==> src/rtl/prd_dma_pkg.sv <==
// Shared definitions for the descriptor-chained audio DMA channel.
// Assumes 32-bit descriptor words; flag positions are fixed by the table format.
package prd_dma_pkg;

    localparam int FLAG_EOT = 31;
    localparam int FLAG_EOP = 30;
    localparam int FLAG_JMP = 29;

    localparam logic [1:0] RA_CMD  = 2'd0;
    localparam logic [1:0] RA_STAT = 2'd1;
    localparam logic [1:0] RA_TBL  = 2'd2;
    localparam logic [1:0] RA_PTR  = 2'd3;

    typedef enum logic [1:0] {
        CTL_OFF  = 2'b00,
        CTL_RUN  = 2'b01,
        CTL_RSV  = 2'b10,
        CTL_HOLD = 2'b11
    } ctl_e;

    typedef struct packed {
        logic dir;
        logic swap;
        ctl_e ctl;
    } cmd_t;

    typedef enum logic [2:0] {
        S_IDLE,
        S_GETBASE,
        S_GETSIZE,
        S_RDMEM,
        S_PUSH,
        S_PULL,
        S_WRMEM,
        S_DONE
    } st_e;

endpackage

==> src/rtl/prd_dma_swap.sv <==
// Byte-lane reverser for one data word.
// Assumes the width is a whole number of bytes; purely combinational.
module prd_dma_swap #(
    parameter int W = 32
) (
    input  logic         swap_en,
    input  logic [W-1:0] data_i,
    output logic [W-1:0] data_o
);
    localparam int NB = W / 8;

    // one mux per byte lane: straight or mirrored
    for (genvar i = 0; i < NB; i++) begin : g_lane
        assign data_o[8*i +: 8] = swap_en ? data_i[8*(NB-1-i) +: 8] : data_i[8*i +: 8];
    end
endmodule

==> src/rtl/prd_dma_regs.sv <==
// Software-visible registers of the channel: command, status, table address
// and pointer readback. Status bits are sticky until a status read.
// Assumes a single-cycle read strobe per read; a software command write in the
// same cycle as an engine stop takes precedence.
module prd_dma_regs
    import prd_dma_pkg::*;
#(
    parameter int AW = 32
) (
    input  logic          clk,
    input  logic          rst_n,
    input  logic          reg_wr,
    input  logic          reg_rd,
    input  logic [1:0]    reg_addr,
    input  logic [31:0]   reg_wdata,
    output logic [31:0]   reg_rdata,
    output cmd_t          cmd,
    output logic [AW-1:0] tbl_base,
    input  logic          eng_stop,
    input  logic          set_eop,
    input  logic          set_err,
    input  logic [AW-1:0] cur_ptr,
    output logic          irq
);
    logic [1:0] stat;
    logic       rd_stat;
    logic       wr_cmd;

    assign rd_stat = reg_rd && (reg_addr == RA_STAT);
    assign wr_cmd  = reg_wr && (reg_addr == RA_CMD);

    // command and table-address registers
    always_ff @(posedge clk) begin
        if (!rst_n) begin
            cmd      <= '0;
            tbl_base <= '0;
        end else begin
            if (eng_stop) cmd.ctl <= CTL_OFF;
            if (wr_cmd) cmd <= cmd_t'(reg_wdata[3:0]);
            if (reg_wr && (reg_addr == RA_TBL)) tbl_base <= reg_wdata[AW-1:0];
        end
    end

    // sticky status with clear-on-read; a new event wins over the clear
    always_ff @(posedge clk) begin
        if (!rst_n) begin
            stat <= '0;
        end else begin
            if (rd_stat) stat <= '0;
            if (set_eop) stat[0] <= 1'b1;
            if (set_err) stat[1] <= 1'b1;
        end
    end

    // read mux
    always_comb begin
        unique case (reg_addr)
            RA_CMD:  reg_rdata = {28'd0, cmd};
            RA_STAT: reg_rdata = {30'd0, stat};
            RA_TBL:  reg_rdata = 32'(tbl_base);
            default: reg_rdata = 32'(cur_ptr);
        endcase
    end

    assign irq = |stat;

    assert_eop_sets_status_R3: assert property (@(posedge clk) disable iff (!rst_n)
        set_eop |=> stat[0] && irq);

    assert_read_clears_R4: assert property (@(posedge clk) disable iff (!rst_n)
        (rd_stat && !set_eop && !set_err) |=> (stat == 2'b00) && !irq);

    assert_stop_clears_ctl_R6: assert property (@(posedge clk) disable iff (!rst_n)
        (eng_stop && !wr_cmd) |=> (cmd.ctl == CTL_OFF));

    assert_err_reported_R10: assert property (@(posedge clk) disable iff (!rst_n)
        set_err |=> stat[1]);
endmodule

==> src/rtl/prd_dma_engine.sv <==
// Descriptor walker and data mover for one channel.
// Fetches base and size words, follows jump entries, moves one word at a time
// through a single holding register, and reports page/table completion.
// Assumes a request is held with a stable address until acknowledged, and that
// pause and stop act only between memory accesses.
module prd_dma_engine
    import prd_dma_pkg::*;
#(
    parameter int AW    = 32,
    parameter int DW    = 32,
    parameter int CNT_W = 16
) (
    input  logic          clk,
    input  logic          rst_n,
    input  ctl_e          ctl,
    input  logic          dir,
    input  logic [AW-1:0] tbl_base,
    output logic          mem_req,
    output logic          mem_we,
    output logic [AW-1:0] mem_addr,
    output logic [DW-1:0] mem_wdata,
    input  logic [DW-1:0] mem_rdata,
    input  logic          mem_ack,
    input  logic          mem_err,
    output logic          out_valid,
    output logic [DW-1:0] out_word,
    input  logic          out_ready,
    input  logic          in_valid,
    input  logic [DW-1:0] in_word,
    output logic          in_ready,
    output logic          set_eop,
    output logic          set_err,
    output logic          eng_stop,
    output logic [AW-1:0] cur_ptr
);
    localparam int               STEP   = DW / 8;
    localparam logic [CNT_W-1:0] STEP_C = CNT_W'(STEP);
    localparam logic [AW-1:0]    STEP_A = AW'(STEP);
    localparam logic [AW-1:0]    DESC_A = AW'(2 * STEP);

    st_e              st;
    logic [AW-1:0]    desc_ptr;
    logic [AW-1:0]    cur_addr;
    logic [CNT_W-1:0] rem;
    logic [DW-1:0]    hold;
    logic             req_q;
    logic             eop_f;
    logic             eot_f;
    logic             err_pend;
    logic             go;
    logic             halt;
    logic [CNT_W-1:0] size_bytes;

    assign go         = (ctl == CTL_RUN);
    assign halt       = (ctl == CTL_OFF);
    assign size_bytes = mem_rdata[CNT_W-1:0] & ~(STEP_C - 1'b1);

    // address and data presented to memory for the current access
    always_comb begin
        unique case (st)
            S_GETBASE: mem_addr = desc_ptr;
            S_GETSIZE: mem_addr = desc_ptr + STEP_A;
            default:   mem_addr = cur_addr;
        endcase
    end

    assign mem_req   = req_q;
    assign mem_we    = (st == S_WRMEM);
    assign mem_wdata = hold;
    assign out_word  = hold;
    assign out_valid = (st == S_PUSH) && go;
    assign in_ready  = (st == S_PULL) && go;
    assign set_eop   = (st == S_DONE) && eop_f;
    assign set_err   = set_eop && err_pend;
    assign eng_stop  = (st == S_DONE) && eot_f;
    assign cur_ptr   = cur_addr;

    // channel sequencer: descriptor fetch, word transfer, completion
    always_ff @(posedge clk) begin
        if (!rst_n) begin
            st       <= S_IDLE;
            desc_ptr <= '0;
            cur_addr <= '0;
            rem      <= '0;
            hold     <= '0;
            req_q    <= 1'b0;
            eop_f    <= 1'b0;
            eot_f    <= 1'b0;
            err_pend <= 1'b0;
        end else begin
            unique case (st)
                S_IDLE: begin
                    if (go) begin
                        desc_ptr <= tbl_base;
                        err_pend <= 1'b0;
                        st       <= S_GETBASE;
                    end
                end
                S_GETBASE, S_GETSIZE, S_RDMEM, S_WRMEM: begin
                    if (!req_q) begin
                        if (halt)    st    <= S_IDLE;
                        else if (go) req_q <= 1'b1;
                    end else if (mem_ack) begin
                        req_q <= 1'b0;
                        if (mem_err) err_pend <= 1'b1;
                        case (st)
                            S_GETBASE: begin
                                cur_addr <= mem_rdata[AW-1:0];
                                st       <= S_GETSIZE;
                            end
                            S_GETSIZE: begin
                                eop_f <= mem_rdata[FLAG_EOP];
                                eot_f <= mem_rdata[FLAG_EOT];
                                if (mem_rdata[FLAG_JMP]) begin
                                    desc_ptr <= cur_addr;
                                    st       <= S_GETBASE;
                                end else if (size_bytes == '0) begin
                                    st <= S_DONE;
                                end else begin
                                    rem <= size_bytes;
                                    st  <= dir ? S_PULL : S_RDMEM;
                                end
                            end
                            S_RDMEM: begin
                                hold <= mem_rdata;
                                st   <= S_PUSH;
                            end
                            default: begin
                                cur_addr <= cur_addr + STEP_A;
                                rem      <= rem - STEP_C;
                                st       <= (rem == STEP_C) ? S_DONE : S_PULL;
                            end
                        endcase
                    end
                end
                S_PUSH: begin
                    if (halt) begin
                        st <= S_IDLE;
                    end else if (go && out_ready) begin
                        cur_addr <= cur_addr + STEP_A;
                        rem      <= rem - STEP_C;
                        st       <= (rem == STEP_C) ? S_DONE : S_RDMEM;
                    end
                end
                S_PULL: begin
                    if (halt) begin
                        st <= S_IDLE;
                    end else if (go && in_valid) begin
                        hold <= in_word;
                        st   <= S_WRMEM;
                    end
                end
                S_DONE: begin
                    if (eop_f) err_pend <= 1'b0;
                    if (eot_f) begin
                        st <= S_IDLE;
                    end else begin
                        desc_ptr <= desc_ptr + DESC_A;
                        st       <= S_GETBASE;
                    end
                end
                default: st <= S_IDLE;
            endcase
        end
    end

    assert_req_held_R2: assert property (@(posedge clk) disable iff (!rst_n)
        (mem_req && !mem_ack) |=> mem_req && $stable(mem_addr) && $stable(mem_we));

    assert_data_count_live_R2: assert property (@(posedge clk) disable iff (!rst_n)
        (st inside {S_RDMEM, S_PUSH, S_PULL, S_WRMEM}) |-> (rem != '0));

    assert_pause_quiet_R7: assert property (@(posedge clk) disable iff (!rst_n)
        (ctl == CTL_HOLD && !mem_req) |=> !mem_req && $stable(cur_ptr));

    assert_idle_silent_R6: assert property (@(posedge clk) disable iff (!rst_n)
        (st == S_IDLE) |-> !mem_req && !out_valid && !in_ready);
endmodule

==> src/rtl/audio_prd_dma.sv <==
// Top of one descriptor-chained audio DMA channel: registers, engine, and the
// byte-order stage on both sample directions, plus the shared interrupt bit.
// Assumes CHAN_ID + 2 < IRQW and 32-bit data and descriptor words.
module audio_prd_dma #(
    parameter int CHAN_ID = 0,
    parameter int IRQW    = 16,
    parameter int AW      = 32,
    parameter int CNT_W   = 16
) (
    input  logic            clk,
    input  logic            rst_n,
    input  logic            reg_wr,
    input  logic            reg_rd,
    input  logic [1:0]      reg_addr,
    input  logic [31:0]     reg_wdata,
    output logic [31:0]     reg_rdata,
    output logic            mem_req,
    output logic            mem_we,
    output logic [AW-1:0]   mem_addr,
    output logic [31:0]     mem_wdata,
    input  logic [31:0]     mem_rdata,
    input  logic            mem_ack,
    input  logic            mem_err,
    output logic            out_valid,
    output logic [31:0]     out_data,
    input  logic            out_ready,
    input  logic            in_valid,
    input  logic [31:0]     in_data,
    output logic            in_ready,
    output logic            irq,
    output logic [IRQW-1:0] irq_word
);
    import prd_dma_pkg::*;

    localparam int DW      = 32;
    localparam int IRQ_BIT = CHAN_ID + 2;

    cmd_t          cmd;
    logic [AW-1:0] tbl_base;
    logic [AW-1:0] cur_ptr;
    logic          eng_stop;
    logic          set_eop;
    logic          set_err;
    logic [DW-1:0] out_raw;
    logic [DW-1:0] in_swapped;

    prd_dma_regs #(.AW(AW)) u_regs (
        .clk       (clk),
        .rst_n     (rst_n),
        .reg_wr    (reg_wr),
        .reg_rd    (reg_rd),
        .reg_addr  (reg_addr),
        .reg_wdata (reg_wdata),
        .reg_rdata (reg_rdata),
        .cmd       (cmd),
        .tbl_base  (tbl_base),
        .eng_stop  (eng_stop),
        .set_eop   (set_eop),
        .set_err   (set_err),
        .cur_ptr   (cur_ptr),
        .irq       (irq)
    );

    prd_dma_engine #(.AW(AW), .DW(DW), .CNT_W(CNT_W)) u_engine (
        .clk       (clk),
        .rst_n     (rst_n),
        .ctl       (cmd.ctl),
        .dir       (cmd.dir),
        .tbl_base  (tbl_base),
        .mem_req   (mem_req),
        .mem_we    (mem_we),
        .mem_addr  (mem_addr),
        .mem_wdata (mem_wdata),
        .mem_rdata (mem_rdata),
        .mem_ack   (mem_ack),
        .mem_err   (mem_err),
        .out_valid (out_valid),
        .out_word  (out_raw),
        .out_ready (out_ready),
        .in_valid  (in_valid),
        .in_word   (in_swapped),
        .in_ready  (in_ready),
        .set_eop   (set_eop),
        .set_err   (set_err),
        .eng_stop  (eng_stop),
        .cur_ptr   (cur_ptr)
    );

    prd_dma_swap #(.W(DW)) u_swap_out (
        .swap_en (cmd.swap),
        .data_i  (out_raw),
        .data_o  (out_data)
    );

    prd_dma_swap #(.W(DW)) u_swap_in (
        .swap_en (cmd.swap),
        .data_i  (in_data),
        .data_o  (in_swapped)
    );

    // place the channel interrupt at its slot in the shared word
    for (genvar b = 0; b < IRQW; b++) begin : g_irq
        assign irq_word[b] = (b == IRQ_BIT) ? irq : 1'b0;
    end

    assert_irq_slot_R3: assert property (@(posedge clk) disable iff (!rst_n)
        $countones(irq_word) == (irq ? 1 : 0));
endmodule

==> config.mk <==
export PLATFORM = sky130hd
export DESIGN_NAME = audio_prd_dma
export DESIGN_NICKNAME = d
export VERILOG_FILES = /design/src/rtl/prd_dma_pkg.sv /design/src/rtl/prd_dma_swap.sv /design/src/rtl/prd_dma_regs.sv /design/src/rtl/prd_dma_engine.sv /design/src/rtl/audio_prd_dma.sv
export SDC_FILE = /design/constraint.sdc
export NUM_CORES = 1
export LEC_CHECK = 0
export BUFFER_PORTS_ARGS = -buffer_cell sky130_fd_sc_hd__buf_2
export CAP_MARGIN = 20
export CORE_AREA = 3 3 150 188
export CTS_BUF_LIST = sky130_fd_sc_hd__clkbuf_4
export DETAILED_ROUTE_END_ITERATION = 16
export DIE_AREA = 0 0 153 191
export PLACE_DENSITY = 0.75
export SYNTH_ARGS = -nofsm -noshare
export SYNTH_HDL_FRONTEND = slang
export SYNTH_SLANG_ARGS = --single-unit
==> constraint.sdc <==
create_clock -name clk -period 2 [get_ports clk]
set_input_delay 0.2 -clock clk [delete_from_list [all_inputs] [get_ports clk]]
set_output_delay 0.2 -clock clk [all_outputs]
set_load 0.02 [all_outputs]
==> qor.csv <==
stage,metric,value,unit
place,GPL Wtd Cong,1.00,
logic_synthesis,area share of and/or/nand/nor cells after synthesis,0.249,
detailed_routing,Detail Route Antenna Nets,0,
timing,Slew Limit Fails,0,
clock_network,Max clock buf depth,2,
timing,Tcrit/Tclk final,1.34,
critical_path,critical path class,reg2out,
detailed_routing,DR vias,14511,
global_routing,largest net degree at the start of global routing,56,
global_routing,first-pass GRT wire length,74.3,mm
floorplan,I/O pin cnt,255,
timing,Max-slew headroom,0.659,
floorplan,num rows,67,
global_routing,antenna violations before repair,2,
critical_path,Buf/Inv on CP,2,
critical_path,reg-to-reg endpoint,u_engine.desc_ptr[15]$_SDFFE_PN0P_,
logic_synthesis,Compound-Gate Fraction of Synth Area,0.284,
timing,Worst-Margin Slew,0.512,ns
place,pre-CTS setup slack,-0.153,ns
critical_path,FF-to-FF Start,u_engine.st[1]$_SDFFE_PN0P_,
logic_synthesis,asr flop ratio synth,0,
floorplan,core area,26700,µm²
logic_synthesis,Post-Synth Adder-Cell Area,0.00578,
detailed_routing,Iter 0 DRT Violations,1807,
logic_synthesis,"Seq/Total Area, Yosys",0.287,
detailed_routing,number of remaining DRC errors,0,
worst_hold_path,WHS Endpoint,u_engine.mem_wdata[16]$_SDFFE_PN0P_,
global_routing,total track usage,0.316,
timing,final hold vios,0,
critical_path,top cell family by delay on the critical path,simple AND/OR/NAND/NOR gates,
critical_path,slowest cell on the critical path,or3_4,
power,power density cells,408,nW/µm²
detailed_routing,DRT Wirelength,53.0,mm
critical_path,critical-path cell list,"ha_4, nand3_4, nor4_4, buf_4, nand4_1, or3_4, nand3_2, buf_6",
worst_hold_path,Hold Crit Depth,3,
clock_network,Sink Count,155,
critical_path,crit end category,output pin,
logic_synthesis,post-synth top area cell,dfxtp_1,
logic_synthesis,"Top FF cell, synth",dfxtp_1,
logic_synthesis,Unique masters post-synth,79,
global_routing,GRT Residual Overflow,0,
power,worst ir drop on vdd,0.000349,V
logic_synthesis,"top cells by area, synth","dfxtp_1 29%, nand2_1 8.7%, a21oi_1 6.9%",
worst_hold_path,HP Class,in2reg,
run_status,status,finished with violations,
timing,final worst slack,-0.684,ns
logic_synthesis,synth warn,0,
logic_synthesis,Synth Cell Area,10800,µm²
power,leak pwr,6.75,nW
timing,Sum Neg Setup Slack,-18.96,ns
clock_network,H-tree Lvls,4,
logic_synthesis,Mean Syn Cell Area,7.36,µm²
floorplan,starting density of the core,0.404,
timing,# setup viols final,58,
global_routing,vias in the first global route,13318,
timing,Hold Slack,0.0244,ns
critical_path,R2R cell count,9,
logic_synthesis,top-count cell post-synth,nand2_1,
clock_network,"Clk pin slew, worst setup/hold paths",0.14,ns
worst_hold_path,Hold Path Origin,mem_rdata[16],
run,count of maximum capacitance violations,0,
logic_synthesis,"EDFF count, synth",0,
detailed_routing,Routed wire per std cell,23.3,µm
floorplan,Die W,153,µm
critical_path,required time of the critical path,1.80,ns
clock_network,CTS Buf Count,17,
final_layout,Util after Layout,0.639,
run_status,failing checks,setup timing,
clock_network,clk_lat worst skew,0.61,ns
timing,Final min period,2.68,ns
logic_synthesis,Yosys reg bits,155,
critical_path,Max stage delay on crit path,0.42,ns
critical_path,critical path data arrival time,2.48,ns
logic_synthesis,cells after synthesis,1470,
logic_synthesis,Synth top area share,0.287,
logic_synthesis,most frequent cells after synthesis,"252 x nand2_1, 155 x dfxtp_1, 149 x a21oi_1",
floorplan,Die H,191,µm
final_layout,area grow syn2layout,57.9,%
final_layout,nets,2023,
logic_synthesis,largest family of logic cells by synthesized area,compound AO/OA/AOI/OAI gates,
detailed_routing,vias per std cell,6.39,
timing,RSZ-0062 raised after global routing,true,
critical_path,CP max FO,4,
detailed_routing,drt pass-1 iters,8,
clock_network,CTS tree,done,
critical_path,Worst setup SP type,flop,
floorplan,die area,29200,µm²
place,IO buf count,239,
timing,Setup Skew,0.0169,ns
timing,max frequency,0.373,GHz
critical_path,R2R Setup Slk,-0.13,ns
clock_network,root buffer cell,clkbuf_4,
place,hpwl dp,33.6,mm
logic_synthesis,post-synthesis mux area share,0.0979,
logic_synthesis,post-synthesis xor/xnor area fraction,0,
final_layout,share of cells above drive strength 1,0.413,
## area by class of cell
class,instances,area [µm²]
Antenna cell,2,5.00
Inverter,18,68.8
Fill cell,2078,9670
Tap cell,345,432
Timing Repair Buffer,572,5000
Sequential cell,155,3150
Multi-Input combinational cell,1148,8170
Clock inverter,14,121
Clock buffer,17,128
## worst min-delay path, cell delays in order
cell and delay, ns:
buf_2 0.12, o211ai_1 0.14, a21oi_1 0.13
## worst max-delay path by stage
stage / slack [ns] / end / start / cells after the start
floorplan: -0.18 / mem_addr[11] / u_engine.st[1]$_SDFFE_PN0P_ / 5
global placement: -0.11 / mem_addr[5] / u_engine.st[0]$_SDFFE_PN0P_ / 5
detailed placement: -0.15 / mem_addr[30] / u_engine.desc_ptr[3]$_SDFFE_PN0P_ / 7
CTS: -0.59 / mem_addr[30] / u_engine.desc_ptr[10]$_SDFFE_PN0P_ / 8
global route: -0.77 / mem_addr[29] / u_engine.desc_ptr[4]$_SDFFE_PN0P_ / 8
finish: -0.68 / mem_addr[29] / u_engine.desc_ptr[4]$_SDFFE_PN0P_ / 8
## where the power goes
part	total [mW]	leakage (nW)	internal [mW]	switching (mW)
registers	3.17	1.27	3.12	0.0503
logic	1.87	5.35	0.802	1.07
clock network	1.92	0.135	0.614	1.30
total	6.96	6.75	4.54	2.42
## flip-flops by register name (all words and copies together) (netlist names)
signal and flops:
u_engine.eop_f 1, u_engine.err_pend 1, u_engine.mem_req 1, u_regs.cmd 4, u_regs.tbl_base 32, u_engine.eot_f 1
u_engine.rem 14, u_engine.desc_ptr 32, u_engine.cur_ptr 32, u_regs.stat 2, u_engine.st 3, u_engine.mem_wdata 32
## logic make-up (layout without fill, tap and decap cells)
kind of cell / count (synthesis) / in the layout
and+or+nand+nor: 570 / 570
adders and majority gates: 5 / 5
buffers and inverters: 181 / 621
AOI/OAI and AO/OA: 459 / 459
muxes: 99 / 99
other: 1 / 17
DFF: 155 / 155
## repair_timing
action,CTS,global route
endpoints found under the hold margin,68,0
resized for setup,219,283
pin swaps,46,77
hold buffers,57,0
buffers inserted,36,39
cloned,8,11
endpoints found under the setup margin,89,140
## per-layer routing
metal | routed length [µm] | part of all wire | GRT usage | vias up
li1 | - | - | - | 6273
met1 | 18800 | 0.36 | 0.374 | 6770
met2 | 25100 | 0.47 | 0.539 | 1135
met5 | 0 | 0 | 0 | -
met3 | 4980 | 0.094 | 0.0584 | 333
met4 | 4140 | 0.078 | 0.180 | 0
## layout by cell type (no fill, tap or decap), drive strengths merged, types with 15 or more instances in the layout
| master | n |
|---|---|
| mux2 | 34 |
| conb | 15 |
| a31oi | 19 |
| o21ai | 68 |
| dfxtp | 155 |
| inv | 21 |
| o211ai | 51 |
| mux2i | 63 |
| o311ai | 18 |
| dlygate4sd3 | 57 |
| nand2 | 253 |
| nand3 | 48 |
| nor2 | 90 |
| and3 | 16 |
| clkbuf | 26 |
| nand4 | 36 |
| a22oi | 28 |
| nor3 | 26 |
| o221a | 15 |
| a21oi | 149 |
| buf | 504 |
| nor2b | 31 |
## through the flow
step	std cells	power, mW	area, µm²
2_1_floorplan	1484	3.97	11000
3_3_place_gp	2097	4.54	13500
3_5_place_dp	2097	4.55	13500
4_1_cts	2228	6.65	15500
5_1_grt	2271	7.19	17100
6_report	2271	6.96	17100
Note: power is estimated with default switching activity, not from simulation.
